<file path="config.mk">
export PLATFORM = sky130hd
export DESIGN_NAME = keyed_window_wdog
export DESIGN_NICKNAME = d
export VERILOG_FILES = /design/src/rtl/wdg_pkg.sv /design/src/rtl/wdg_cmd_decode.sv /design/src/rtl/wdg_cfg_regs.sv /design/src/rtl/wdg_prescaler.sv /design/src/rtl/wdg_counter.sv /design/src/rtl/keyed_window_wdog.sv
export SDC_FILE = /design/constraint.sdc
export NUM_CORES = 1
export LEC_CHECK = 0
export BUFFER_PORTS_ARGS = -buffer_cell sky130_fd_sc_hd__buf_2
export CORE_MARGIN = 8
export CORE_UTILIZATION = 58
export DETAILED_ROUTE_END_ITERATION = 6
export PLACE_DENSITY_LB_ADDON = 0.12
export SETUP_SLACK_MARGIN = 0.15
export SLEW_MARGIN = 20
export SYNTH_ARGS = -nofsm -noshare
export SYNTH_HDL_FRONTEND = slang
export SYNTH_SLANG_ARGS = --single-unit
</file>
<file path="constraint.sdc">
create_clock -name clk -period 3.3 [get_ports clk]
set_clock_uncertainty 0.1 [all_clocks]
set_input_delay 0.495 -clock clk [delete_from_list [all_inputs] [get_ports clk]]
set_output_delay 0.495 -clock clk [all_outputs]
set_load 0.05 [all_outputs]
</file>
<file path="src/rtl/wdg_pkg.sv">
package wdg_pkg;

  localparam int DATA_W = 16;

  localparam logic [DATA_W-1:0] CMD_START  = 16'hCCCC;
  localparam logic [DATA_W-1:0] CMD_KICK   = 16'hAAAA;
  localparam logic [DATA_W-1:0] CMD_OPEN   = 16'h5555;
  localparam logic [DATA_W-1:0] CMD_CLOSE  = 16'h0000;

  typedef enum logic [1:0] {
    ADDR_CMD    = 2'd0,
    ADDR_DIV    = 2'd1,
    ADDR_RELOAD = 2'd2,
    ADDR_WINDOW = 2'd3
  } wdg_addr_e;

  typedef struct packed {
    logic start;
    logic kick;
    logic open;
    logic close;
  } wdg_cmd_t;

endpackage

</file>
<file path="src/rtl/wdg_cmd_decode.sv">
module wdg_cmd_decode
  import wdg_pkg::*;
(
  input  logic              wr_en,
  input  logic [1:0]        wr_addr,
  input  logic [DATA_W-1:0] wr_data,
  output wdg_cmd_t          cmd
);

  logic hit;

  always_comb begin
    hit       = wr_en && (wr_addr == ADDR_CMD);
    cmd.start = hit && (wr_data == CMD_START);
    cmd.kick  = hit && (wr_data == CMD_KICK);
    cmd.open  = hit && (wr_data == CMD_OPEN);
    cmd.close = hit && (wr_data == CMD_CLOSE);
  end

endmodule

</file>
<file path="src/rtl/wdg_cfg_regs.sv">
module wdg_cfg_regs
  import wdg_pkg::*;
#(
  parameter int CNT_W = 12,
  parameter int SEL_W = 3
) (
  input  logic              clk,
  input  logic              rst_n,
  input  logic              wr_en,
  input  logic [1:0]        wr_addr,
  input  logic [DATA_W-1:0] wr_data,
  input  logic              open_cmd,
  input  logic              close_cmd,
  output logic [SEL_W-1:0]  div_sel,
  output logic [CNT_W-1:0]  reload,
  output logic [CNT_W-1:0]  window
);

  logic unlocked;

  always_ff @(posedge clk or negedge rst_n) begin
    if (!rst_n)         unlocked <= 1'b0;
    else if (open_cmd)  unlocked <= 1'b1;
    else if (close_cmd) unlocked <= 1'b0;
  end

  always_ff @(posedge clk or negedge rst_n) begin
    if (!rst_n) begin
      div_sel <= '0;
      reload  <= '1;
      window  <= '1;
    end else if (wr_en && unlocked) begin
      case (wr_addr)
        ADDR_DIV:    div_sel <= wr_data[SEL_W-1:0];
        ADDR_RELOAD: reload  <= wr_data[CNT_W-1:0];
        ADDR_WINDOW: window  <= wr_data[CNT_W-1:0];
        default:     ;
      endcase
    end
  end

  AST_LOCKED_HOLD: assert property (@(posedge clk) disable iff (!rst_n)
    !unlocked |=> ($stable(div_sel) && $stable(reload) && $stable(window)));

endmodule

</file>
<file path="src/rtl/wdg_prescaler.sv">
module wdg_prescaler #(
  parameter int SEL_W    = 3,
  parameter int MIN_LOG  = 2,
  parameter int MAX_CODE = 6
) (
  input  logic             clk,
  input  logic             rst_n,
  input  logic             run,
  input  logic             restart,
  input  logic [SEL_W-1:0] div_sel,
  output logic             tick
);

  localparam int MAX_LOG = MIN_LOG + MAX_CODE;

  logic [MAX_LOG-1:0] phase;
  logic [MAX_LOG-1:0] mask;
  int unsigned        eff_log;

  always_comb begin
    if (int'(div_sel) > MAX_CODE) eff_log = MAX_LOG;
    else                          eff_log = int'(div_sel) + MIN_LOG;
    for (int i = 0; i < MAX_LOG; i++) mask[i] = (i < eff_log);
    tick = run && !restart && ((phase & mask) == mask);
  end

  always_ff @(posedge clk or negedge rst_n) begin
    if (!rst_n)       phase <= '0;
    else if (restart) phase <= '0;
    else if (run)     phase <= phase + 1'b1;
  end

endmodule

</file>
<file path="src/rtl/wdg_counter.sv">
module wdg_counter #(
  parameter int CNT_W = 12
) (
  input  logic             clk,
  input  logic             rst_n,
  input  logic             run,
  input  logic             load,
  input  logic             kick,
  input  logic             tick,
  input  logic [CNT_W-1:0] reload,
  input  logic [CNT_W-1:0] window,
  output logic [CNT_W-1:0] count,
  output logic             expire,
  output logic             fault
);

  logic win_on;

  always_comb begin
    win_on = (window != '1);
    expire = tick && (count == '0);
    fault  = run && kick && win_on && (count > window);
  end

  always_ff @(posedge clk or negedge rst_n) begin
    if (!rst_n)               count <= '1;
    else if (load || expire)  count <= reload;
    else if (tick)            count <= count - 1'b1;
  end

  AST_COUNT_HOLD: assert property (@(posedge clk) disable iff (!rst_n)
    (!tick && !load) |=> $stable(count));
  AST_COUNT_STEP: assert property (@(posedge clk) disable iff (!rst_n)
    (tick && !load && count != '0) |=> (count == $past(count) - 1'b1));
  AST_EXPIRE_RELOAD: assert property (@(posedge clk) disable iff (!rst_n)
    expire |=> (count == $past(reload)));
  AST_KICK_RELOAD: assert property (@(posedge clk) disable iff (!rst_n)
    load |=> (count == $past(reload)));

endmodule

</file>
<file path="src/rtl/keyed_window_wdog.sv">
module keyed_window_wdog
  import wdg_pkg::*;
#(
  parameter int CNT_W    = 12,
  parameter int SEL_W    = 3,
  parameter int MIN_LOG  = 2,
  parameter int MAX_CODE = 6
) (
  input  logic              clk,
  input  logic              rst_n,
  input  logic              wr_en,
  input  logic [1:0]        wr_addr,
  input  logic [15:0]       wr_data,
  output logic [CNT_W-1:0]  count,
  output logic              running,
  output logic              rst_req
);

  wdg_cmd_t         cmd;
  logic [SEL_W-1:0] div_sel;
  logic [CNT_W-1:0] reload;
  logic [CNT_W-1:0] window;
  logic             start_go;
  logic             load;
  logic             tick;
  logic             expire;
  logic             fault;

  wdg_cmd_decode u_dec (
    .wr_en   (wr_en),
    .wr_addr (wr_addr),
    .wr_data (wr_data),
    .cmd     (cmd)
  );

  wdg_cfg_regs #(.CNT_W(CNT_W), .SEL_W(SEL_W)) u_cfg (
    .clk       (clk),
    .rst_n     (rst_n),
    .wr_en     (wr_en),
    .wr_addr   (wr_addr),
    .wr_data   (wr_data),
    .open_cmd  (cmd.open),
    .close_cmd (cmd.close || cmd.kick),
    .div_sel   (div_sel),
    .reload    (reload),
    .window    (window)
  );

  assign start_go = cmd.start && !running;
  assign load     = start_go || cmd.kick;

  wdg_prescaler #(.SEL_W(SEL_W), .MIN_LOG(MIN_LOG), .MAX_CODE(MAX_CODE)) u_div (
    .clk     (clk),
    .rst_n   (rst_n),
    .run     (running),
    .restart (load),
    .div_sel (div_sel),
    .tick    (tick)
  );

  wdg_counter #(.CNT_W(CNT_W)) u_cnt (
    .clk    (clk),
    .rst_n  (rst_n),
    .run    (running),
    .load   (load),
    .kick   (cmd.kick),
    .tick   (tick),
    .reload (reload),
    .window (window),
    .count  (count),
    .expire (expire),
    .fault  (fault)
  );

  always_ff @(posedge clk or negedge rst_n) begin
    if (!rst_n) begin
      running <= 1'b0;
      rst_req <= 1'b0;
    end else begin
      if (start_go) running <= 1'b1;
      rst_req <= expire || fault;
    end
  end

  AST_RUN_STICKY: assert property (@(posedge clk) disable iff (!rst_n)
    running |=> running);
  AST_REQ_NEEDS_RUN: assert property (@(posedge clk) disable iff (!rst_n)
    rst_req |-> running);

endmodule

</file>
==> results.sh, run 1 <==
export IMPL_core_region_area_um2=4790
export IMPL_max_slew_margin_rel=0.415
export IMPL_grt_max_degree=51
export IMPL_drc=0
export IMPL_criticalPathCategory="register to register"
export IMPL_finalCritPeriodShare=0.829
export IMPL_worst_ep_arrival_time_ps=2880
export IMPL_drt_initial_drc_count=101
export IMPL_worst_pin_slew_ps=865
export IMPL_ff2ff_path_depth=9
export IMPL_total_power_mw=1.09
export IMPL_drive_above_1_share=0.362
export IMPL_design_area_um2=3240
export IMPL_crit_path_cell_trace="inv_1 > ha_1 > a22o_1 > a31oi_1 > a211oi_1 > o21ai_1 > o21a_4 > mux2_4 > o22a_1"
export IMPL_ys_seq_area_frac=0.445
export IMPL_r2r_end="u_cnt.count[4]"
export IMPL_ys_warn_count=0
export IMPL_dp_cells=368
export IMPL_fp_dieArea_um2=7540
export IMPL_power_density_nw_per_um2=336
export IMPL_port_buffer_count=34
export IMPL_cts_buffers=5
export IMPL_synth_top_flop_cell="dfstp_2"
export IMPL_post_drt_wl_per_cell_um=16.8
export IMPL_synth_nets=311
export IMPL_gp_congestion=0.843
export IMPL_path_buf_inv=1
export IMPL_start_kind="register"
export IMPL_viasPerCell=5.91
export IMPL_hpwl_um=4970
export IMPL_postPlaceCellArea_um2=3130
export IMPL_antenna_found_initial=0
export IMPL_regToRegSetupSlack_ps=560
export IMPL_cap_violations=0
export IMPL_r2r_start="u_cfg.div_sel[1]"
export IMPL_syn2layout_area_growth_pct=11.5
export IMPL_insertedDiodeCount=0
export IMPL_wl_um=6320
export IMPL_path_clk_slew_ps=90
export IMPL_root_buffer="clkbuf_8"
export IMPL_ctsResizeCount=0
export IMPL_insertion_delay_ps=310
export IMPL_critPathMaxStageDelay_ps=460
export IMPL_row_count=25
export IMPL_syn_area_per_cell_um2=10.7
export IMPL_synth_area_um2=2910
export IMPL_ant_nets=0
export IMPL_rsz0062_at_grt="false"
export IMPL_path_max_fanout=13
export IMPL_p_leak_nw=1.50
export IMPL_final_core_util=0.678
export IMPL_ios=35
export IMPL_setup_viol=0
export IMPL_async_reset_ff_frac=1.00
export IMPL_clockBufferDepth=2
export IMPL_cts_tree="yes"
export IMPL_start_util=0.608
export IMPL_cp_slowest_cell="dfrtp_1"
export IMPL_cp_top_family="compound AO/OA/AOI/OAI gates"
export IMPL_cts_setup_buffers=0
export IMPL_dpl_worst_slack_ps=458
export IMPL_vias=2223
export IMPL_grt_usage=0.182
export IMPL_die_width_um=86.8
export IMPL_hold_viol_final=0
export IMPL_fin_ws_ps=564
export IMPL_syn_inst=273
export IMPL_crit_required_ps=3450
export IMPL_grt_pass1_wl_um=10700
export IMPL_htreeDepth=2
export IMPL_instances_no_fill=376
export IMPL_setup_tns_ps=0
export IMPL_status="finished clean"
export IMPL_hold_path_class="input pin to async pin"
export IMPL_clock_fmax_ghz=0.366
export IMPL_end_kind="register"
export IMPL_worst_hold_slack_ps=76.5
export IMPL_dr_pass1_iters=4
export IMPL_slew_violations=0
export IMPL_fin_nets=346
export IMPL_cts_sinks=50
export IMPL_fin_crit_ps=2740
export IMPL_hold_buffers=0
export IMPL_synth_edf_count=0
export IMPL_grt_pass1_vias=2165
export IMPL_ir_drop_v=0.000277
export IMPL_ys_types=54
export IMPL_ys_seq_elements=50
export IMPL_gr_total_overflow=0
export IMPL_die_height_um=86.8
## worst max path at each step
stage	start	cells after the start	endpoint	slack [ps]
after floorplan	u_cnt.count[0]	8	u_cnt.count[2]	670
after global placement	wr_addr[1]	8	u_cnt.count[4]	510
after detailed placement	wr_addr[1]	8	u_cnt.count[4]	460
after CTS	u_cnt.count[0]	8	u_cnt.count[4]	560
after global routing	u_cnt.count[0]	8	u_cnt.count[3]	300
final	u_cfg.div_sel[1]	9	u_cnt.count[4]	560
## report_power, final
part           total, mW  internal [mW]  switching, mW  leakage [nW]
clock              0.418          0.201          0.217        0.0573
combinational     0.0548         0.0195         0.0353         0.914
sequential         0.619          0.617        0.00190         0.525
## logic make-up (layout without fill, tap and decap cells)
family / Yosys count / after routing / synth area share
AO/OA/AOI/OAI: 51 / 51 / 0.125
XOR/XNOR: 7 / 7 / 0.0211
adder cells (fa/ha/maj): 17 / 17 / 0.0731
buffers and inverters: 32 / 68 / 0.0451
flip-flops: 50 / 50 / 0.445
multiplexers: 39 / 39 / 0.151
AND/OR/NAND/NOR: 77 / 77 / 0.139
## flip-flops by register name, indices dropped and copies added (netlist names)
name	flops
u_cnt.count	12
u_cfg.div_sel	3
running	1
u_cfg.unlocked	1
u_div.phase	8
u_cfg.window	12
u_cfg.reload	12
rst_req	1
## synth_stat cells, types with 3 or more instances
cell type,instances,area (um2)
nand2_1,17,63.8
o21ai_1,3,15.0
o21a_1,3,22.5
nor2_1,18,67.6
nand4_1,11,68.8
xnor2_1,5,43.8
nor3_1,3,15.0
clkbuf_1,3,11.3
inv_1,26,97.6
ha_1,17,213
mux2i_1,9,90.1
mux2_4,3,45.0
mux2_2,27,304
dfrtp_1,14,350
dfstp_2,36,946
nor4_1,5,31.3
a22oi_1,3,22.5
o22a_1,3,26.3
o311ai_0,3,26.3
nand3_1,8,40.0
o21ai_0,10,50.1
a21oi_1,7,35.0
## metal layers
layer,part of all wire,GRT usage,routed length [um],up-vias
li1,-,-,-,1081
met1,0.50,0.257,3150,1076
met2,0.44,0.273,2760,60
met3,0.054,0.0359,343,6
met4,0.011,0.0516,71,0
met5,0,0,0,-
## cells in the final DEF (no fill, tap or decap), drive strengths merged, types with 6 or more instances in the layout
cell    count
nand2      17
clkbuf      6
inv        28
ha         17
a21oi       7
nor2       18
nand4      11
o21ai      13
buf        34
mux2       30
nand3       8
mux2i       9
dfstp      36
dfrtp      14
## area by class of cell
type / count / area (um2)
fillers: 376 / 1540
multi-input cells: 191 / 1480
flip-flops and latches: 50 / 1300
repair buffers: 34 / 173
inverters: 26 / 97.6
clock buffers: 6 / 93.8
well taps: 67 / 83.8
clock inverters: 2 / 17.5
Note: power is estimated with default switching activity, not from simulation.
==> inputs of run 2 (changes only) <==
--- a/config.mk
+++ b/config.mk
@@ -5,9 +5,10 @@
 export SDC_FILE = /design/constraint.sdc
 export NUM_CORES = 1
 export LEC_CHECK = 0
+export ABC_AREA = 1
 export BUFFER_PORTS_ARGS = -buffer_cell sky130_fd_sc_hd__buf_2
 export CORE_MARGIN = 8
-export CORE_UTILIZATION = 58
+export CORE_UTILIZATION = 59
 export DETAILED_ROUTE_END_ITERATION = 6
 export PLACE_DENSITY_LB_ADDON = 0.12
 export SETUP_SLACK_MARGIN = 0.15
==> constraint.sdc (replaced) <==
create_clock -name clk -period 2.6 [get_ports clk]
set_clock_uncertainty 0.1 [all_clocks]
set_input_delay 0.39 -clock clk [delete_from_list [all_inputs] [get_ports clk]]
set_output_delay 0.39 -clock clk [all_outputs]
set_load 0.05 [all_outputs]
==> run 2 against run 1 <==
Cell count rose by 41%. Core utilization fell by 1.1 points. Sequential cell count did not move. Fmax rose by 30%. Combinational power rose to 20 times the previous value. Wire length rose by 20%. Design area rose by 11%. Critical path depth rose by 2. Via count rose by 27%. Global-route usage rose by 1.1 points. Critical path type unchanged. Highest routed layer unchanged.
==> results.sh, run 2 <==
export IMPL_regToRegSetupSlack_ps=490
export IMPL_synth_area_leaders="dfstp_2, nand2_1, dfrtp_1, inv_1, ha_1"
export IMPL_root_buffer="clkbuf_8"
export IMPL_yosysMostFrequentCell="nand2_1"
export IMPL_vias=2829
export IMPL_insertion_delay_ps=300
export IMPL_synth_top_flop_cell="dfstp_2"
export IMPL_post_drt_wl_per_cell_um=14.3
export IMPL_yosysTopAreaCell="dfstp_2"
export IMPL_dr_pass1_iters=4
export IMPL_status="finished clean"
export IMPL_ant_nets=0
export IMPL_ir_drop_v=0.000509
export IMPL_fin_crit_ps=2110
export IMPL_dp_cells=520
export IMPL_fp_dieArea_um2=8150
export IMPL_drive_above_1_share=0.265
export IMPL_synth_common_cells="nand2_1, inv_1, dfstp_2, nand3_1"
export IMPL_p_leak_nw=1.75
export IMPL_grt_pass1_wl_um=12800
export IMPL_worst_ep_arrival_time_ps=2240
export IMPL_hpwl_um=6020
export IMPL_clock_fmax_ghz=0.474
export IMPL_ys_warn_count=0
export IMPL_async_reset_ff_frac=1.00
export IMPL_power_density_nw_per_um2=774
export IMPL_setup_viol=0
export IMPL_grt_max_degree=30
export IMPL_ys_types=33
export IMPL_finalCritPeriodShare=0.811
export IMPL_synthSimpleGateAreaFrac=0.320
export IMPL_top_regs="u_cfg.reload: 12 flops, u_cfg.window: 12 flops, u_cnt.count: 12 flops"
export IMPL_worst_hold_slack_ps=228
export IMPL_row_count=27
export IMPL_yosys_area_share_xor_xnor=0.0350
export IMPL_ios=35
export IMPL_syn2layout_area_growth_pct=10.8
export IMPL_insertedDiodeCount=0
export IMPL_synth_compound_area_frac=0.0792
export IMPL_start_kind="register"
export IMPL_die_width_um=90.3
export IMPL_worst_pin_slew_ps=629
export IMPL_path_clk_slew_ps=90
export IMPL_setup_tns_ps=0
export IMPL_synth_area_um2=3250
export IMPL_crit_required_ps=2730
export IMPL_start_util=0.602
export IMPL_port_buffer_count=34
export IMPL_synth_top_family_by_area="simple AND/OR/NAND/NOR gates"
export IMPL_drc=0
export IMPL_grt_pass1_vias=2698
export IMPL_synth_edf_count=0
export IMPL_end_kind="register"
export IMPL_wl_um=7580
export IMPL_cts_sinks=50
export IMPL_multi_input_area_um2=1630
export IMPL_ff_latch_area_um2=1300
export IMPL_mostFrequentLayoutCells="nand2_1, inv_1, nand3_1, dfstp_2, buf_2"
export IMPL_hold_path_class="input pin to register"
export IMPL_synth_top_area_share=0.291
export IMPL_slew_violations=0
export IMPL_final_common_cell="nand2_1"
export IMPL_cap_violations=0
export IMPL_cts_buffers=5
export IMPL_gr_total_overflow=0
export IMPL_gp_congestion=0.878
export IMPL_grt_usage=0.193
export IMPL_fill_cells=468
export IMPL_synth_fa_ha_area_frac=0.0654
export IMPL_drt_initial_drc_count=113
export IMPL_instances_no_fill=529
export IMPL_viasPerCell=5.35
export IMPL_muxShareOfSynthArea=0
export IMPL_syn_area_per_cell_um2=7.73
export IMPL_clockBufferDepth=2
export IMPL_final_core_util=0.667
export IMPL_htreeDepth=2
export IMPL_cts_tree="yes"
export IMPL_ys_seq_elements=50
export IMPL_die_height_um=90.3
export IMPL_hold_viol_final=0
export IMPL_antenna_found_initial=0
export IMPL_rsz0062_at_grt="false"
export IMPL_syn_inst=421
export IMPL_max_slew_margin_rel=0.580
export IMPL_total_power_mw=2.79
export IMPL_path_max_fanout=14
export IMPL_synth_nets=459
export IMPL_criticalPathCategory="register to register"
export IMPL_core_region_area_um2=5410
export IMPL_fin_nets=494
export IMPL_ys_seq_area_frac=0.398
run 2: layer usage:
| layer | track usage | vias up | wire length, um |
|---|---|---|---|
| li1 | - | 1424 | - |
| met4 | 0.0541 | 0 | 151 |
| met3 | 0.0349 | 13 | 347 |
| met2 | 0.300 | 79 | 3360 |
| met1 | 0.266 | 1313 | 3720 |
| met5 | 0 | - | 0 |
run 2: final cells by class:
| class | instances | area share |
|---|---|---|
| clock buffers | 7 | 0.0239 |
| multi-input cells | 292 | 0.453 |
| repair buffers | 37 | 0.0576 |
| flip-flops and latches | 50 | 0.360 |
| inverters | 70 | 0.0729 |
| well taps | 72 | 0.0250 |
| clock inverters | 1 | 0.00833 |
run 2: what timing repair did:
item / in CTS / in global routing
gates resized for setup: 0 / 1
buffers inserted: 0 / 0
hold buffers: 1 / 0
setup endpoints to repair: 0 / 5
hold endpoints to repair: 6 / 0
run 2: report_power, final:
group	internal, mW	leakage [nW]	switching, mW
Sequential	0.948	0.541	0.187
Clock	0.314	0.0585	0.258
Combinational	0.330	1.15	0.753
Total	1.59	1.75	1.20
run 2: path summary, 6_finish.rpt:
| path | start | end | cells past startpoint |
|---|---|---|---|
| max in group asynchronous | rst_n | u_cfg.reload[11] | 3 |
| worst min register to register | u_cfg.reload[6] | u_cfg.reload[6] | 2 |
| worst max-delay path | u_cfg.div_sel[1] | u_cnt.count[10] | 11 |
| min in group asynchronous | rst_n | rst_req | 2 |
| worst max register to register | u_cfg.div_sel[1] | u_cnt.count[10] | 11 |
| worst min-delay path | wr_data[4] | u_cfg.window[4] | 3 |
run 2: cells by family after synthesis:
| kind of cell | count (synthesis) |
|---|---|
| flip-flops | 50 |
| AO/OA/AOI/OAI | 48 |
| AND/OR/NAND/NOR | 214 |
| XOR/XNOR | 13 |
| buffers and inverters | 79 |
| adder cells (fa/ha/maj) | 17 |
run 2: through the flow:
step | cell area, um2 | setup slack (ps)
4_1_cts | 3600 | 324
3_5_place_dp | 3470 | 354
6_report | 3600 | 492
2_1_floorplan | 3250 | 719
5_1_grt | 3600 | 332
3_3_place_gp | 3470 | 457
run 2: critical path, stage by stage (launching register included):
cell     delay (ps)
dfrtp_1         400
inv_2            60
ha_1            300
nand3_1          80
nand2_1          60
nand2_1          50
a21oi_2         320
nand3_4         240
nand2_4         230
nand2_1          80
nand3_1          70
nand2_1          50
